[src/rtl/parity_misr.sv]
`timescale 1ns/1ps
module parity_misr #(
  parameter int N_CHAINS = 9,
  parameter int SIG_W    = 16,
  parameter int N_OUT    = 1,
  parameter logic [SIG_W-1:0] POLY = 'hA011
) (
  input  logic                clk,
  input  logic                rst_n,
  input  logic                clr,
  input  logic                shift_vld,
  input  logic [N_CHAINS-1:0] scan_out,
  input  logic                done,
  input  logic [SIG_W-1:0]    expected,
  output logic [SIG_W-1:0]    signature,
  output logic                pass
);

  function automatic logic [N_CHAINS-1:0] grp_mask(input int g);
    logic [N_CHAINS-1:0] m;
    m = '0;
    for (int c = 0; c < N_CHAINS; c++)
      if (c % N_OUT == g) m[c] = 1'b1;
    return m;
  endfunction

  logic [N_OUT-1:0] par;
  logic [SIG_W-1:0] nxt;

  for (genvar g = 0; g < N_OUT; g++) begin : g_grp
    localparam logic [N_CHAINS-1:0] MASK = grp_mask(g);
    assign par[g] = ^(scan_out & MASK);
  end

  assign nxt = {signature[SIG_W-2:0], 1'b0}
             ^ (signature[SIG_W-1] ? POLY : '0)
             ^ SIG_W'(par);

  always_ff @(posedge clk or negedge rst_n) begin
    if (!rst_n) begin
      signature <= '0;
      pass      <= 1'b0;
    end else if (clr) begin
      signature <= '0;
      pass      <= 1'b0;
    end else begin
      if (shift_vld) signature <= nxt;
      if (done)      pass      <= (signature == expected);
    end
  end

  AST_CLR_ZERO: assert property (@(posedge clk) disable iff (!rst_n)
    clr |=> (signature == '0) && !pass);
  AST_IDLE_HOLD: assert property (@(posedge clk) disable iff (!rst_n)
    !clr && !shift_vld |=> $stable(signature));
  AST_DONE_CMP: assert property (@(posedge clk) disable iff (!rst_n)
    !clr && done |=> pass == ($past(signature) == $past(expected)));
  AST_PASS_HOLD: assert property (@(posedge clk) disable iff (!rst_n)
    !clr && !done |=> $stable(pass));
  AST_ZERO_STAYS: assert property (@(posedge clk) disable iff (!rst_n)
    !clr && shift_vld && signature == '0 && scan_out == '0 |=> signature == '0);
  AST_ODD_SEED: assert property (@(posedge clk) disable iff (!rst_n)
    (N_OUT == 1) && !clr && shift_vld && signature == '0 && ($countones(scan_out) % 2 == 1)
    |=> signature == SIG_W'(1));

endmodule

[config.mk]
export PLATFORM = sky130hd
export DESIGN_NAME = parity_misr
export DESIGN_NICKNAME = d
export VERILOG_FILES = /design/src/rtl/parity_misr.sv
export SDC_FILE = /design/constraint.sdc
export NUM_CORES = 1
export LEC_CHECK = 0
export ABC_CLOCK_PERIOD_IN_PS = 3800
export CAP_MARGIN = 20
export CORE_UTILIZATION = 44
export CTS_BUF_LIST = sky130_fd_sc_hd__clkbuf_8
export DETAILED_ROUTE_END_ITERATION = 8
export HOLD_SLACK_MARGIN = 0.08
export PLACE_DENSITY = 0.87
export SETUP_SLACK_MARGIN = 0.2
export SYNTH_ARGS = -nofsm -noshare
export SYNTH_HDL_FRONTEND = slang
export SYNTH_SLANG_ARGS = --single-unit
[constraint.sdc]
create_clock -name clk -period 3.8 [get_ports clk]
set_input_delay 0.95 -clock clk [delete_from_list [all_inputs] [get_ports clk]]
set_output_delay 0.95 -clock clk [all_outputs]
set_load 0.02 [all_outputs]
==> results.py, run 1 <==
metrics = {
    "layout": {
        "design_area_um2": 1470,
        "n_antenna_cell": 0,
        "layout.nets": 166,
        "utilization_pct": 73.3,
        "area_growth_pct": 54.3,
        "drive_above_1_share_pct": 2.96,
        "n_fill_cell": 159,
    },
    "synth": {
        "yosys-top-cells-count": "xnor2_1 (27), dfrtp_1 (17), nor2_1 (16)",
        "synth_most_common_cell": "xnor2_1",
        "syn-num-nets": 120,
        "yosys.area.top_type": "dfrtp_1",
        "synth_area_um2": 951,
        "yosys_warnings": 0,
        "yosys_register_bits": 17,
        "synth_edf_count": 0,
        "synthArstFlopShare_pct": 100,
        "synth_cell_type_count": 15,
        "ys_seq_area_share_pct": 44.7,
        "synthTopCellsByArea": "dfrtp_1 (45%), xnor2_1 (25%), mux2i_1 (13%)",
        "synthCells": 90,
        "netlist.area_leader.share_pct": 44.7,
        "synth_ff_type": "dfrtp_1",
        "synth.avg_cell_area_um2": 10.6,
    },
    "clock_network": {
        "post_cts_buffers": 0,
        "cts-root-buf": "clkbuf_8",
        "cts_buffer_depth": 2,
        "cts-resized-gates": 0,
        "cts-htree-levels": 1,
        "cts.clk_slew.worst_paths_ps": 60,
        "cts-hold-fix-buffers": 0,
        "cts_made_buffers": 3,
        "cts_tree": "done",
        "cts.sinks": 17,
        "worstSkewPairLatency_ps": 250,
    },
    "detailed_routing": {
        "wl_met3_um": 107,
        "wl_met1_um": 958,
        "dr_wl_met2_um": 1200,
        "viasPerCell": 4.88,
        "routed_wl_um": 2290,
        "drc_errors": 0,
        "detail_route.first_pass.iterations": 4,
        "wl_per_cell_um": 14.1,
        "highest_layer": "met4",
        "ant_nets": 0,
        "first_iter_violations": 5,
        "vias": 791,
    },
    "sta": {
        "hold_viol": 0,
        "slew_headroom_pct": 36.1,
        "tns_ps": 0,
        "max_freq_mhz": 421,
        "finalCritPeriodShare_pct": 62.6,
        "finalCriticalPeriod_ps": 2380,
        "worstMarginPinSlew_ps": 955,
        "rsz0062_at_grt": "false",
        "clock_skew_ps": 1.50,
        "drv_slew": 0,
        "setup_viol": 0,
    },
    "power_and_ir_drop": {
        "powerDensity_nw_per_um2": 289,
        "p_int_uw": 319,
        "power.leakage_uw": 0.000587,
        "vdd_ir_drop_max_mv": 0.309,
        "p_clk_share_pct": 30.4,
        "p_sw_share_pct": 24.8,
        "power.switching_uw": 105,
        "seqPwrFrac_pct": 45.5,
        "comb_power_share_pct": 24.1,
    },
    "setup_path": {
        "crit_family": "buffers and inverters",
        "cp-end-kind": "primary output",
        "cp_num_buf_inv": 1,
        "cp-start-kind": "flip-flop",
        "cp_cell_sequence": "clkdlybuf4s50_1",
        "cp.arrival_ps": 1430,
        "crit_fanout": 6,
        "slowest_stage": "clkdlybuf4s50_1",
        "crit_type": "reg2out",
        "required_ps": 2850,
        "crit_path_max_incr_delay_ps": 670,
    },
    "global_routing": {
        "grt_pass1_wl_um": 3720,
        "antenna_found_initial": 0,
        "overflow": 0,
        "grtUsageTotal_pct": 21.0,
        "grt_pass1_vias": 814,
        "grt_max_degree": 20,
    },
    "die": {
        "fp-row-count": 16,
        "die_x_um": 48.5,
        "core_um2": 2000,
        "die_area_um2": 2350,
        "start_util_pct": 47.5,
        "die_h_um": 48.5,
        "io_pins": 47,
    },
    "placement": {
        "gp_congestion": 0.770,
        "placed_area_um2": 1420,
        "dpl.hpwl_um": 1640,
        "portBuffers": 46,
    },
    "worst_hold_path": {
        "hp-class": "reg2reg",
    },
    "outcome": {
        "outcome": "finished, final reports clean",
    },
    "run": {
        "cap_violations": 0,
    },
}
==> final timing paths <==
check                                 to  slack [ps]  depth (start not counted)          start
setup / recovery           signature[15]        1420                          1  signature[15]
hold / removal                      pass         530                          2           pass
setup reg to reg                    pass        2250                          5   signature[3]
hold reg to reg                     pass         530                          2           pass
max in group asynchronous  signature[13]        2170                          1          rst_n
min in group asynchronous  signature[10]        1150                          1          rst_n
==> metal layers <==
layer	GRT usage, %	vias up
li1	-	389
met1	24.7	373
met2	37.6	24
met3	5.66	5
met4	5.88	0
met5	0	-
==> logic make-up after synthesis <==
logic type	count (synthesis)	share of synthesized area, %
AOI/OAI and AO/OA	4	3.42
DFF	17	44.7
and+or+nand+nor	24	11.1
muxes	12	12.6
buffers and inverters	5	2.37
xor gates and xnor gates	28	25.8
==> flip-flops by register name (all words and copies together), names as in the netlist <==
| signal | flops |
|---|---|
| pass | 1 |
| signature | 16 |
==> layout by cell type (no fill, tap or decap) <==
cell              n
nor4_1            1
clkbuf_8          3
a211oi_1          2
xnor2_1          27
xor2_1            1
mux2i_1          12
dfrtp_1          17
nand3_1           2
nor2_1           16
a211oi_2          1
nand4_1           3
a21oi_1           1
clkdlybuf4s50_1  46
nand2b_1          1
nand2_1           1
inv_1             1
==> through the flow <==
| stage | worst slack [ps] | power, µW | hold slack, ps | cells |
|---|---|---|---|---|
| floorplan | 2010 | 247 | 622 | 90 |
| global placement | 1290 | 297 | 525 | 158 |
| detailed placement | 1250 | 298 | 527 | 158 |
| CTS | 1410 | 429 | 538 | 162 |
| global route | 1270 | 447 | 576 | 162 |
| finish | 1420 | 424 | 534 | 162 |
==> cell type report <==
| type | instances | area [µm²] | area share [%] |
|---|---|---|---|
| tap | 27 | 33.8 | 2.30 |
| clock inverter | 1 | 3.75 | 0.256 |
| clock buffer | 3 | 41.3 | 2.81 |
| timing repair buffer | 46 | 460 | 31.4 |
| sequential | 17 | 425 | 29.0 |
| multi-input combinational | 68 | 503 | 34.3 |
==> power groups by stage <==
stage / Sequential, µW / Clock (µW) / Combinational (µW)
floorplan: 200 / 0 / 46.4
global placement: 196 / 0 / 101
detailed placement: 196 / 0 / 102
CTS: 193 / 133 / 103
global route: 194 / 143 / 109
finish: 193 / 129 / 102
Note: power is estimated with default switching activity, not from simulation.
==> run 2, diff against run 1 <==
- ABC_CLOCK_PERIOD_IN_PS: 3800 -> 2150
- CORE_UTILIZATION: 44 -> 37
- PLACE_DENSITY: 0.87 -> 0.78
- clock period: 3.8 -> 2.15 ns (I/O delays scaled with it)
==> run 2 against run 1 <==
Effect of this change:
- utilization decreased by 13 points
- sequential power increased by 76%
- via count increased by 0.63%
- combinational power increased by 78%
- power increased by 82%
- sequential cell count unchanged
- sequential share of layout area decreased by 0.41 points
- largest cell class unchanged
==> results.py, run 2 (same netlist as run 1, synthesis figures left out) <==
metrics = {
    "layout": {
        "top_register": "signature",
        "utilization_pct": 60.7,
        "area_growth_pct": 56.6,
        "stdcell_count": 167,
        "top_regs": "signature (16), pass (1)",
        "final_common_cell": "clkdlybuf4s50_1",
        "drive_above_1_share_pct": 5.11,
        "largest_reg_flops": 16,
        "n_antenna_cell": 0,
        "layout.nets": 168,
        "final_cell_mix": "clkdlybuf4s50_1 (45), xnor2_1 (27), dfrtp_1 (17)",
    },
    "setup_path": {
        "crit_type": "reg2out",
        "crit_family": "buffers and inverters",
        "crit_fanout": 4,
        "crit_path_max_incr_delay_ps": 640,
        "cp-end-kind": "primary output",
        "slowest_stage": "clkdlybuf4s50_1",
        "cp_cell_sequence": "clkdlybuf4s50_1",
        "cp.arrival_ps": 1340,
        "required_ps": 1610,
        "cp_num_buf_inv": 1,
        "cp-start-kind": "flip-flop",
    },
    "sta": {
        "clock_skew_ps": 3.65,
        "finalCritPeriodShare_pct": 87.4,
        "worstMarginPinSlew_ps": 639,
        "tns_ps": 0,
        "setup_viol": 0,
        "finalCriticalPeriod_ps": 1880,
        "max_freq_mhz": 532,
        "drv_slew": 0,
        "hold_viol": 0,
        "rsz0062_at_grt": "false",
        "fin_ws_ps": 272,
        "slew_headroom_pct": 57.3,
    },
    "die": {
        "die_area_um2": 2780,
        "die_x_um": 52.7,
        "fp-row-count": 18,
        "start_util_pct": 38.7,
        "io_pins": 47,
        "die_h_um": 52.7,
        "core_um2": 2450,
    },
    "power_and_ir_drop": {
        "vdd_ir_drop_max_mv": 0.368,
        "p_clk_share_pct": 32.3,
        "comb_power_share_pct": 23.6,
        "p_total_uw": 772,
        "power.leakage_uw": 0.000596,
        "power.switching_uw": 203,
        "powerDensity_nw_per_um2": 518,
        "p_int_uw": 569,
        "seqPwrFrac_pct": 44.1,
        "p_sw_share_pct": 26.3,
    },
    "clock_network": {
        "cts_made_buffers": 3,
        "cts-resized-gates": 1,
        "cts-htree-levels": 1,
        "cts.clk_slew.worst_paths_ps": 70,
        "cts-root-buf": "clkbuf_8",
        "post_cts_buffers": 0,
        "worstSkewPairLatency_ps": 260,
        "cts_tree": "done",
        "cts_buffer_depth": 2,
        "cts-hold-fix-buffers": 0,
        "cts.sinks": 17,
    },
    "detailed_routing": {
        "wl_met3_um": 123,
        "routed_wl_um": 2270,
        "drc_errors": 0,
        "viasPerCell": 4.77,
        "wl_met1_um": 1040,
        "dr_wl_met2_um": 1090,
        "highest_layer": "met4",
        "detail_route.first_pass.iterations": 2,
        "first_iter_violations": 2,
        "vias": 796,
        "ant_nets": 0,
        "wl_per_cell_um": 13.6,
    },
    "global_routing": {
        "grt_max_degree": 20,
        "grt_pass1_wl_um": 3730,
        "overflow": 0,
        "grt_pass1_vias": 824,
        "antenna_found_initial": 0,
        "grtUsageTotal_pct": 18.7,
    },
    "worst_hold_path": {
        "hp-class": "reg2reg",
    },
    "placement": {
        "dp_cells": 163,
        "pre_cts_ws_ps": 203,
        "gp_congestion": 0.710,
        "portBuffers": 46,
        "dpl.hpwl_um": 1760,
    },
    "run": {
        "cap_violations": 0,
    },
    "outcome": {
        "outcome": "finished, final reports clean",
    },
}
run 2: per-stage QoR:
step | hold slack, ps | cell area [µm²]
after floorplan | 242 | 951
after global placement | 527 | 1440
after detailed placement | 536 | 1440
after CTS | 548 | 1490
after global routing | 567 | 1490
final | 542 | 1490
run 2: cell type report:
type	count	area, µm²
Clock inverter	1	7.51
Clock buffer	3	41.3
Tap cell	30	37.5
Timing Repair Buffer	48	474
Fill cell	224	966
Multi-Input combinational cell	68	503
Sequential cell	17	425
run 2: layer usage:
metal | track usage, % | up-vias
met3 | 3.77 | 2
li1 | - | 390
met4 | 5.26 | 0
met2 | 31.0 | 28
met5 | 0 | -
met1 | 24.5 | 376
run 2: worst paths after layout:
| path | to | startpoint | cells past startpoint | slack [ps] |
|---|---|---|---|---|
| worst min-delay path | pass | pass | 2 | 540 |
| worst max register to register | pass | signature[15] | 5 | 700 |
| min in group asynchronous | signature[3] | rst_n | 2 | 600 |
| worst min register to register | pass | pass | 2 | 540 |
| worst max-delay path | signature[12] | signature[12] | 1 | 270 |
| max in group asynchronous | signature[13] | rst_n | 2 | 1370 |
run 2: power by group through the flow:
stage               sequential (µW)  combinational [µW]  clock [µW]
floorplan                       354                82.0           0
global placement                346                 180           0
detailed placement              347                 184           0
CTS                             340                 185         255
global route                    342                 196         273
finish                          340                 182         250
==> run 3, diff against run 2 <==
- CAP_MARGIN: 20 -> 15
==> results of run 3 <==
The final DEF is identical to that of run 2; final timing and power are the same.
